==> src/rtl/synth_wr_pkg.sv <==
package synth_wr_pkg;

    localparam int INSTR_BITS  = 8;
    localparam int WORD_BITS   = 32;
    localparam int PHASE_BITS  = 14;
    localparam int PHASE_PAD   = 2;
    localparam int MT_BITS     = 10;
    localparam int FRAME_MAX   = INSTR_BITS + WORD_BITS;
    localparam int FRAME_PHASE = INSTR_BITS + PHASE_PAD + PHASE_BITS;
    localparam int LEN_W       = $clog2(FRAME_MAX + 1);

    localparam logic [4:0] ADDR_FREQ  = 5'h04;
    localparam logic [4:0] ADDR_PHASE = 5'h05;

    typedef enum logic {
        KIND_FREQ  = 1'b0,
        KIND_PHASE = 1'b1
    } reg_kind_e;

    typedef enum logic [1:0] {
        ST_IDLE,
        ST_LOW,
        ST_HIGH,
        ST_GAP
    } eng_state_e;

    // Left-aligned serial image plus the number of bits to send
    typedef struct packed {
        logic [FRAME_MAX-1:0] bits;
        logic [LEN_W-1:0]     len;
    } frame_t;

    // Write instruction: direction bit low, two reserved zeros, address
    function automatic logic [INSTR_BITS-1:0] make_instr(input logic [4:0] addr);
        return {1'b0, 2'b00, addr};
    endfunction

    // Milliturns to 14-bit phase word with round-half-up, wrapping at one turn
    function automatic logic [PHASE_BITS-1:0] mt_to_phase(input logic [MT_BITS-1:0] mt);
        logic [24:0] scaled;
        scaled = {1'b0, mt, 14'd0} + 25'd500;
        return PHASE_BITS'(scaled / 25'd1000);
    endfunction

endpackage

==> src/rtl/synth_frame_pack.sv <==
module synth_frame_pack
    import synth_wr_pkg::*;
(
    input  logic                 kind,
    input  logic [WORD_BITS-1:0] data,
    output frame_t               frame
);

    logic [PHASE_BITS-1:0] phase_word;

    assign phase_word = mt_to_phase(data[MT_BITS-1:0]);

    always_comb begin
        if (reg_kind_e'(kind) == KIND_FREQ) begin
            frame.bits = {make_instr(ADDR_FREQ), data};
            frame.len  = LEN_W'(FRAME_MAX);
        end else begin
            frame.bits = {make_instr(ADDR_PHASE), {PHASE_PAD{1'b0}}, phase_word,
                          {(FRAME_MAX - FRAME_PHASE){1'b0}}};
            frame.len  = LEN_W'(FRAME_PHASE);
        end
    end

endmodule

==> src/rtl/synth_bit_timer.sv <==
module synth_bit_timer #(
    parameter int CLK_DIV = 62
) (
    input  logic clk,
    input  logic rst,
    input  logic clear,
    input  logic long_win,
    output logic done
);

    localparam int CNT_W     = $clog2(2 * CLK_DIV) + 1;
    localparam int SHORT_END = CLK_DIV - 1;
    localparam int LONG_END  = 2 * CLK_DIV - 1;

    logic [CNT_W-1:0] cnt;

    always_ff @(posedge clk) begin
        if (rst || clear) begin
            cnt <= '0;
        end else begin
            cnt <= cnt + 1'b1;
        end
    end

    assign done = (cnt == (long_win ? CNT_W'(LONG_END) : CNT_W'(SHORT_END)));

endmodule

==> src/rtl/synth_shift_engine.sv <==
module synth_shift_engine
    import synth_wr_pkg::*;
#(
    parameter int DEV_W = 1
) (
    input  logic             clk,
    input  logic             rst,
    input  logic             start,
    input  frame_t           frame,
    input  logic [DEV_W-1:0] dev,
    input  logic             tick,
    output logic             ready,
    output logic             sclk,
    output logic             mosi,
    output logic             active,
    output logic [DEV_W-1:0] cur_dev,
    output logic             timer_clear,
    output logic             timer_long
);

    eng_state_e           state;
    logic [FRAME_MAX-1:0] shreg;
    logic [LEN_W-1:0]     bits_left;

    always_ff @(posedge clk) begin
        if (rst) begin
            state     <= ST_IDLE;
            shreg     <= '0;
            bits_left <= '0;
            cur_dev   <= '0;
            sclk      <= 1'b0;
            mosi      <= 1'b0;
        end else begin
            case (state)
                ST_IDLE: begin
                    if (start) begin
                        shreg     <= frame.bits;
                        bits_left <= frame.len;
                        cur_dev   <= dev;
                        mosi      <= frame.bits[FRAME_MAX-1];
                        sclk      <= 1'b0;
                        state     <= ST_LOW;
                    end
                end
                ST_LOW: begin
                    if (tick) begin
                        sclk  <= 1'b1;
                        state <= ST_HIGH;
                    end
                end
                ST_HIGH: begin
                    if (tick) begin
                        sclk <= 1'b0;
                        if (bits_left == LEN_W'(1)) begin
                            mosi      <= 1'b0;
                            bits_left <= '0;
                            state     <= ST_GAP;
                        end else begin
                            shreg     <= {shreg[FRAME_MAX-2:0], 1'b0};
                            mosi      <= shreg[FRAME_MAX-2];
                            bits_left <= bits_left - 1'b1;
                            state     <= ST_LOW;
                        end
                    end
                end
                ST_GAP: begin
                    if (tick) begin
                        state <= ST_IDLE;
                    end
                end
                default: state <= ST_IDLE;
            endcase
        end
    end

    assign ready       = (state == ST_IDLE);
    assign active      = (state == ST_LOW) || (state == ST_HIGH);
    assign timer_clear = (state == ST_IDLE) || tick;
    assign timer_long  = (state == ST_GAP);

endmodule

==> src/rtl/synth_reg_writer.sv <==
module synth_reg_writer
    import synth_wr_pkg::*;
#(
    parameter int CLK_DIV = 62,
    parameter int NUM_DEV = 2,
    parameter int DEV_W   = (NUM_DEV > 1) ? $clog2(NUM_DEV) : 1
) (
    input  logic                 clk,
    input  logic                 rst,
    input  logic                 req_valid,
    output logic                 req_ready,
    input  logic [DEV_W-1:0]     req_dev,
    input  logic                 req_kind,
    input  logic [WORD_BITS-1:0] req_data,
    output logic                 spi_sclk,
    output logic                 spi_mosi,
    output logic [NUM_DEV-1:0]   spi_cs_n
);

    frame_t           frame;
    logic             start;
    logic             tick;
    logic             active;
    logic [DEV_W-1:0] cur_dev;
    logic             timer_clear;
    logic             timer_long;

    assign start = req_valid && req_ready;

    synth_frame_pack u_pack (
        .kind  (req_kind),
        .data  (req_data),
        .frame (frame)
    );

    synth_bit_timer #(.CLK_DIV(CLK_DIV)) u_timer (
        .clk      (clk),
        .rst      (rst),
        .clear    (timer_clear),
        .long_win (timer_long),
        .done     (tick)
    );

    synth_shift_engine #(.DEV_W(DEV_W)) u_engine (
        .clk         (clk),
        .rst         (rst),
        .start       (start),
        .frame       (frame),
        .dev         (req_dev),
        .tick        (tick),
        .ready       (req_ready),
        .sclk        (spi_sclk),
        .mosi        (spi_mosi),
        .active      (active),
        .cur_dev     (cur_dev),
        .timer_clear (timer_clear),
        .timer_long  (timer_long)
    );

    for (genvar g = 0; g < NUM_DEV; g++) begin : g_cs
        assign spi_cs_n[g] = ~(active && (cur_dev == DEV_W'(g)));
    end

endmodule

==> config.mk <==
export PLATFORM = sky130hd
export DESIGN_NAME = synth_reg_writer
export DESIGN_NICKNAME = d
export VERILOG_FILES = /design/src/rtl/synth_wr_pkg.sv /design/src/rtl/synth_frame_pack.sv /design/src/rtl/synth_bit_timer.sv /design/src/rtl/synth_shift_engine.sv /design/src/rtl/synth_reg_writer.sv
export SDC_FILE = /design/constraint.sdc
export NUM_CORES = 1
export LEC_CHECK = 0
export ABC_AREA = 1
export CAP_MARGIN = 0
export CELL_PAD_IN_SITES_DETAIL_PLACEMENT = 1
export CELL_PAD_IN_SITES_GLOBAL_PLACEMENT = 2
export CORE_MARGIN = 3
export CORE_UTILIZATION = 34
export CTS_BUF_LIST = sky130_fd_sc_hd__clkbuf_4 sky130_fd_sc_hd__clkbuf_8
export DETAILED_ROUTE_END_ITERATION = 16
export GPL_TIMING_DRIVEN = 1
export PLACE_DENSITY_LB_ADDON = 0.1
export SLEW_MARGIN = 5
export SYNTH_ARGS = -nofsm -noshare
export SYNTH_HDL_FRONTEND = slang
export SYNTH_SLANG_ARGS = --single-unit
==> constraint.sdc <==
create_clock -name clk -period 18.2 [get_ports clk]
set_input_delay 1.82 -clock clk [delete_from_list [all_inputs] [get_ports clk]]
set_output_delay 1.82 -clock clk [all_outputs]
set_load 0.02 [all_outputs]
==> flow_metrics.env, run 1 <==
export IMPL_status="complete, no violations"
export IMPL_cp_slowest_stage_delay_ns=0.59
export IMPL_crit_family="simple AND/OR/NAND/NOR gates"
export IMPL_track_usage=0.184
export IMPL_synthFlopType="dfxtp_1"
export IMPL_maxSlewViolCount=0
export IMPL_path_class="in -> reg"
export IMPL_io_pins=42
export IMPL_via_per_inst=5.07
export IMPL_crit_top_cell="nand2_1"
export IMPL_wirelength_mm=22.2
export IMPL_cp_arrival_ns=15.01
export IMPL_hold_ws_ns=0.470
export IMPL_layout_nets=1277
export IMPL_finalHoldViolations=0
export IMPL_cts_sinks=58
export IMPL_start_kind="primary input"
export IMPL_critPathMaxFanout=18
export IMPL_die_area_sq_um=24000
export IMPL_tightest_slew_ns=0.850
export IMPL_cts_tree="done"
export IMPL_synthArstFlopShare=0
export IMPL_post_drt_wl_per_cell_um=14.8
export IMPL_stdcell_count=1502
export IMPL_ctsHoldBuffers=0
export IMPL_synth_distinct_cells=56
export IMPL_area_delta_synth_final_pct=10.2
export IMPL_die_y_um=155
export IMPL_rsz0062_at_grt="no"
export IMPL_ant_nets=0
export IMPL_clkTransAtPathRegs_ns=0.07
export IMPL_synth_area_sq_um=7550
export IMPL_first_pass_iters=4
export IMPL_synth_edff_count=0
export IMPL_grt_pass1_vias=7530
export IMPL_worst_path_max_delay_cell="clkdlybuf4s50_1"
export IMPL_cp_required_ns=18.42
export IMPL_setup_violations=0
export IMPL_dr_total_vias=7609
export IMPL_start_util=0.352
export IMPL_cp_end_kind="flop"
export IMPL_cts_made_buffers=9
export IMPL_synth_net_count=1249
export IMPL_antenna_found_initial=1
export IMPL_synth_seq_cells=58
export IMPL_dp_cells=1486
export IMPL_period_share=0.813
export IMPL_port_buffers=41
export IMPL_dp_hpwl_mm=17.9
export IMPL_ys_seq_area_frac=0.154
export IMPL_place_gp_congestion=0.816
export IMPL_die_w_um=155
export IMPL_dr_first_iter_drc_count=249
export IMPL_drive_gt1_frac=0.182
export IMPL_global_route_overflow_total=0
export IMPL_coreArea_sq_um=21400
export IMPL_min_path_type="reg -> reg"
export IMPL_grt_pass1_wl_mm=37.5
export IMPL_fin_setup_tns_ns=0
export IMPL_max_cap_violations=0
export IMPL_fin_crit_ns=14.80
export IMPL_std_cell_rows=53
export IMPL_cp_num_buf_inv=15
export IMPL_postCtsSetupRepairBufs=0
export IMPL_fmax_ghz=0.0676
export IMPL_htreeDepth=3
export IMPL_syn_avg_cell_area_sq_um=6.32
export IMPL_skew_ns=0.0103
export IMPL_antenna_cells=0
export IMPL_yosys_warnings=0
export IMPL_syn_inst=1194
export IMPL_cts_path_max_buffers=2
export IMPL_drcViolationCount=0
export IMPL_grt_max_degree=53
export IMPL_cts_resized=0
export IMPL_slew_limit_headroom=0.432
export IMPL_clock_latency_ns=0.34
export IMPL_cts_root_buf="clkbuf_8"
[routing by layer]
metal | up-vias | global-route usage | part of all wire
li1 | 3969 | - | -
met1 | 3578 | 0.263 | 0.52
met2 | 47 | 0.306 | 0.46
met3 | 13 | 0.0192 | 0.017
met4 | 2 | 0.0282 | 0.0065
met5 | - | 0 | 0.00054
[cells in the mapped netlist, drive strengths merged, types with 10 or more instances]
| cell type | number | area, sq um |
|---|---|---|
| nand4 | 33 | 258 |
| ha | 18 | 225 |
| nor3 | 10 | 55.1 |
| a22oi | 17 | 128 |
| a221oi | 14 | 123 |
| dfxtp | 58 | 1160 |
| nand3 | 138 | 886 |
| o21ai | 65 | 352 |
| nor2 | 122 | 768 |
| inv | 138 | 518 |
| nand3b | 10 | 78.8 |
| a21oi | 62 | 344 |
| nand2 | 419 | 1940 |
| xor2 | 27 | 236 |
| clkbuf | 19 | 71.3 |
[layout by cell type, fill, tap and decap left out, drive strengths merged, types with 6 or more instances in the layout]
cell type / count
clkinv: 6
nor3: 10
a221oi: 14
clkbuf: 11
nand4: 33
ha: 18
xor2: 27
nand2: 419
inv: 138
a21oi: 62
a22oi: 17
o21ai: 65
clkdlybuf4s50: 41
nand3: 138
dfxtp: 58
xnor2: 6
nand3b: 10
nor2: 122
[metrics by stage]
| stage | instance area, sq um | setup slack [ns] | utilization |
|---|---|---|---|
| 5_1_grt | 8320 | 2.02 | 0.388 |
| 3_3_place_gp | 8140 | 3.24 | 0.380 |
| 6_report | 8320 | 3.40 | 0.388 |
| 4_1_cts | 8320 | 3.34 | 0.388 |
| 3_5_place_dp | 8140 | 3.00 | 0.380 |
| 2_1_floorplan | 7550 | 5.24 | - |
[final timing paths]
path                     start                  to  slack, ns  cells after the start
min             u_timer.cnt[0]      u_timer.cnt[0]       0.47                      1
max reg2reg  u_engine.state[0]  u_engine.shreg[16]      14.51                     13
min reg2reg     u_timer.cnt[0]      u_timer.cnt[0]       0.47                      1
max                req_data[6]  u_engine.shreg[16]       3.40                     94
[flip-flops by register name, summed over array words and instances, names as in the netlist]
name and cells:
u_engine.bits_left 6, u_engine.cur_dev 1, u_engine.mosi 1, u_engine.sclk 1, u_engine.shreg 39, u_engine.state 2, u_timer.cnt 8
[kinds of logic (layout without fill, tap and decap cells)]
logic type / Yosys count / count (layout) / synth area share
flops: 58 / 58 / 0.154
xor+xnor: 33 / 33 / 0.0383
fa+ha+maj: 18 / 18 / 0.0298
compound gates: 175 / 175 / 0.144
buf+inv: 170 / 203 / 0.0993
simple gates: 740 / 740 / 0.535
[layout make-up]
| cell class | count | area (sq um) |
|---|---|---|
| repair buffers | 45 | 440 |
| flip-flops and latches | 58 | 1160 |
| multi-input cells | 966 | 5650 |
| well taps | 275 | 344 |
| clock buffers | 11 | 145 |
| inverters | 142 | 548 |
| clock inverters | 5 | 30.0 |
| fillers | 2847 | 13100 |
[worst register-to-register path, delay by kind of cell (launching register included)]
family          cells  cell delay (ns)
compound gates      4             0.92
buf+inv             4             1.24
flops               1             0.36
simple gates        4             0.88
fa+ha+maj           1             0.18
Power of run 1 is left out: the tool's default activity adds up to more than one toggle a clock period on the data nets, which glitch-free logic cannot reach.
==> run 2: changes to the inputs <==
CORE_UTILIZATION = 31   (was 34)
clock period = 13.35 ns   (was 18.2 ns; I/O delays follow)
==> flow_metrics.env, run 2 (synthesized netlist as in run 1, its figures left out) <==
export IMPL_min_path_type="reg -> reg"
export IMPL_maxSlewViolCount=0
export IMPL_layout_nets=1313
export IMPL_cts_tree="done"
export IMPL_grt_max_degree=53
export IMPL_ctsHoldBuffers=0
export IMPL_biggestRegsByFlops="u_engine.shreg x39, u_timer.cnt x8, u_engine.bits_left x6"
export IMPL_fin_crit_ns=12.39
export IMPL_htreeDepth=3
export IMPL_stdcell_count=1582
export IMPL_post_drt_wl_per_cell_um=14.6
export IMPL_finalHoldViolations=0
export IMPL_finalWorstSetupSlack_ns=0.962
export IMPL_cts_path_max_buffers=2
export IMPL_cp_slowest_stage_delay_ns=0.53
export IMPL_clkTransAtPathRegs_ns=0.07
export IMPL_cts_made_buffers=9
export IMPL_fin_setup_tns_ns=0
export IMPL_die_y_um=162
export IMPL_first_pass_iters=4
export IMPL_regMostFlops="u_engine.shreg"
export IMPL_fmax_ghz=0.0807
export IMPL_mostFrequentLayoutCells="326 x nand2_1, 117 x inv_1, 111 x nand3_1"
export IMPL_grt_pass1_wl_mm=38.3
export IMPL_die_w_um=162
export IMPL_cp_end_kind="flop"
export IMPL_final_cell_area_sq_um=8760
export IMPL_dp_hpwl_mm=18.2
export IMPL_dp_cells=1542
export IMPL_via_per_inst=4.90
export IMPL_critPathMaxFanout=10
export IMPL_status="complete, no violations"
export IMPL_track_usage=0.173
export IMPL_start_util=0.319
export IMPL_setup_violations=0
export IMPL_place_ws_ns=-0.305
export IMPL_io_pins=42
export IMPL_max_cap_violations=0
export IMPL_ant_nets=0
export IMPL_drive_gt1_frac=0.217
export IMPL_global_route_overflow_total=0
export IMPL_skew_ns=0.00970
export IMPL_antenna_cells=0
export IMPL_area_delta_synth_final_pct=16.0
export IMPL_path_class="in -> reg"
export IMPL_std_cell_rows=56
export IMPL_grt_pass1_vias=7717
export IMPL_port_buffers=41
export IMPL_worst_path_max_delay_cell="clkdlybuf4s50_1"
export IMPL_place_gp_congestion=0.790
export IMPL_clock_latency_ns=0.33
export IMPL_crit_top_cell="nand2_1"
export IMPL_drcViolationCount=0
export IMPL_cp_arrival_ns=12.60
export IMPL_largest_reg_flops=39
export IMPL_antenna_found_initial=0
export IMPL_cts_root_buf="clkbuf_8"
export IMPL_dr_first_iter_drc_count=250
export IMPL_cp_required_ns=13.56
export IMPL_tightest_slew_ns=0.768
export IMPL_die_area_sq_um=26300
export IMPL_dr_total_vias=7754
export IMPL_cts_sinks=58
export IMPL_slew_limit_headroom=0.484
export IMPL_final_common_cell="nand2_1"
export IMPL_start_kind="primary input"
export IMPL_coreArea_sq_um=23700
export IMPL_place_area_sq_um=8290
export IMPL_period_share=0.928
export IMPL_wirelength_mm=23.1
[run 2: changes by cell type in the layout (fill, tap and decap cells not counted), sizes merged]
cell	previous run	this run
buf	4	38
clkdlybuf4s50	41	34
dlymetal6s2s	0	6
nand4	33	35
clkbuf	11	12
[run 2: final timing paths]
path | from | end | slack [ns] | cells after the start
setup / recovery | req_data[2] | u_engine.shreg[16] | 0.96 | 89
hold / removal | u_engine.shreg[34] | u_engine.shreg[34] | 0.46 | 2
setup reg to reg | u_engine.state[1] | u_engine.shreg[16] | 9.65 | 13
hold reg to reg | u_engine.shreg[34] | u_engine.shreg[34] | 0.46 | 2
[run 2: worst max-delay path, delay by kind of cell]
family	cells	cell delay, ns
and+or+nand+nor	63	7.05
adders and majority gates	8	1.92
buffers and inverters	15	1.83
AOI/OAI and AO/OA	3	0.40
[run 2: final cells by class]
type	count	area, sq um
Inverter	142	548
Clock buffer	11	145
Clock inverter	5	30.0
Multi-Input combinational cell	968	5770
Tap cell	319	399
Sequential cell	58	1160
Fill cell	3148	14900
Timing Repair Buffer	79	706
[run 2: metrics by stage]
step	util	hold WS [ns]
6_report	0.370	0.464
5_1_grt	0.370	0.487
4_1_cts	0.357	0.470
3_5_place_dp	0.350	0.456
3_3_place_gp	0.350	0.452
2_1_floorplan	-	0.430
[run 2: repair_timing]
item | CTS | global route
gates resized for setup | 0 | 31
buffers inserted | 0 | 22
endpoints found under the setup margin | 0 | 2
endpoints found under the hold margin | 0 | 0
[run 2: metal layers]
layer / GRT usage / share of wire / vias to the layer above
li1: - / - / 4068
met1: 0.237 / 0.50 / 3612
met2: 0.300 / 0.47 / 60
met3: 0.0191 / 0.020 / 14
met4: 0.0209 / 0.0056 / 0
met5: 0 / 0 / -
Power of run 2 is left out for the same reason.
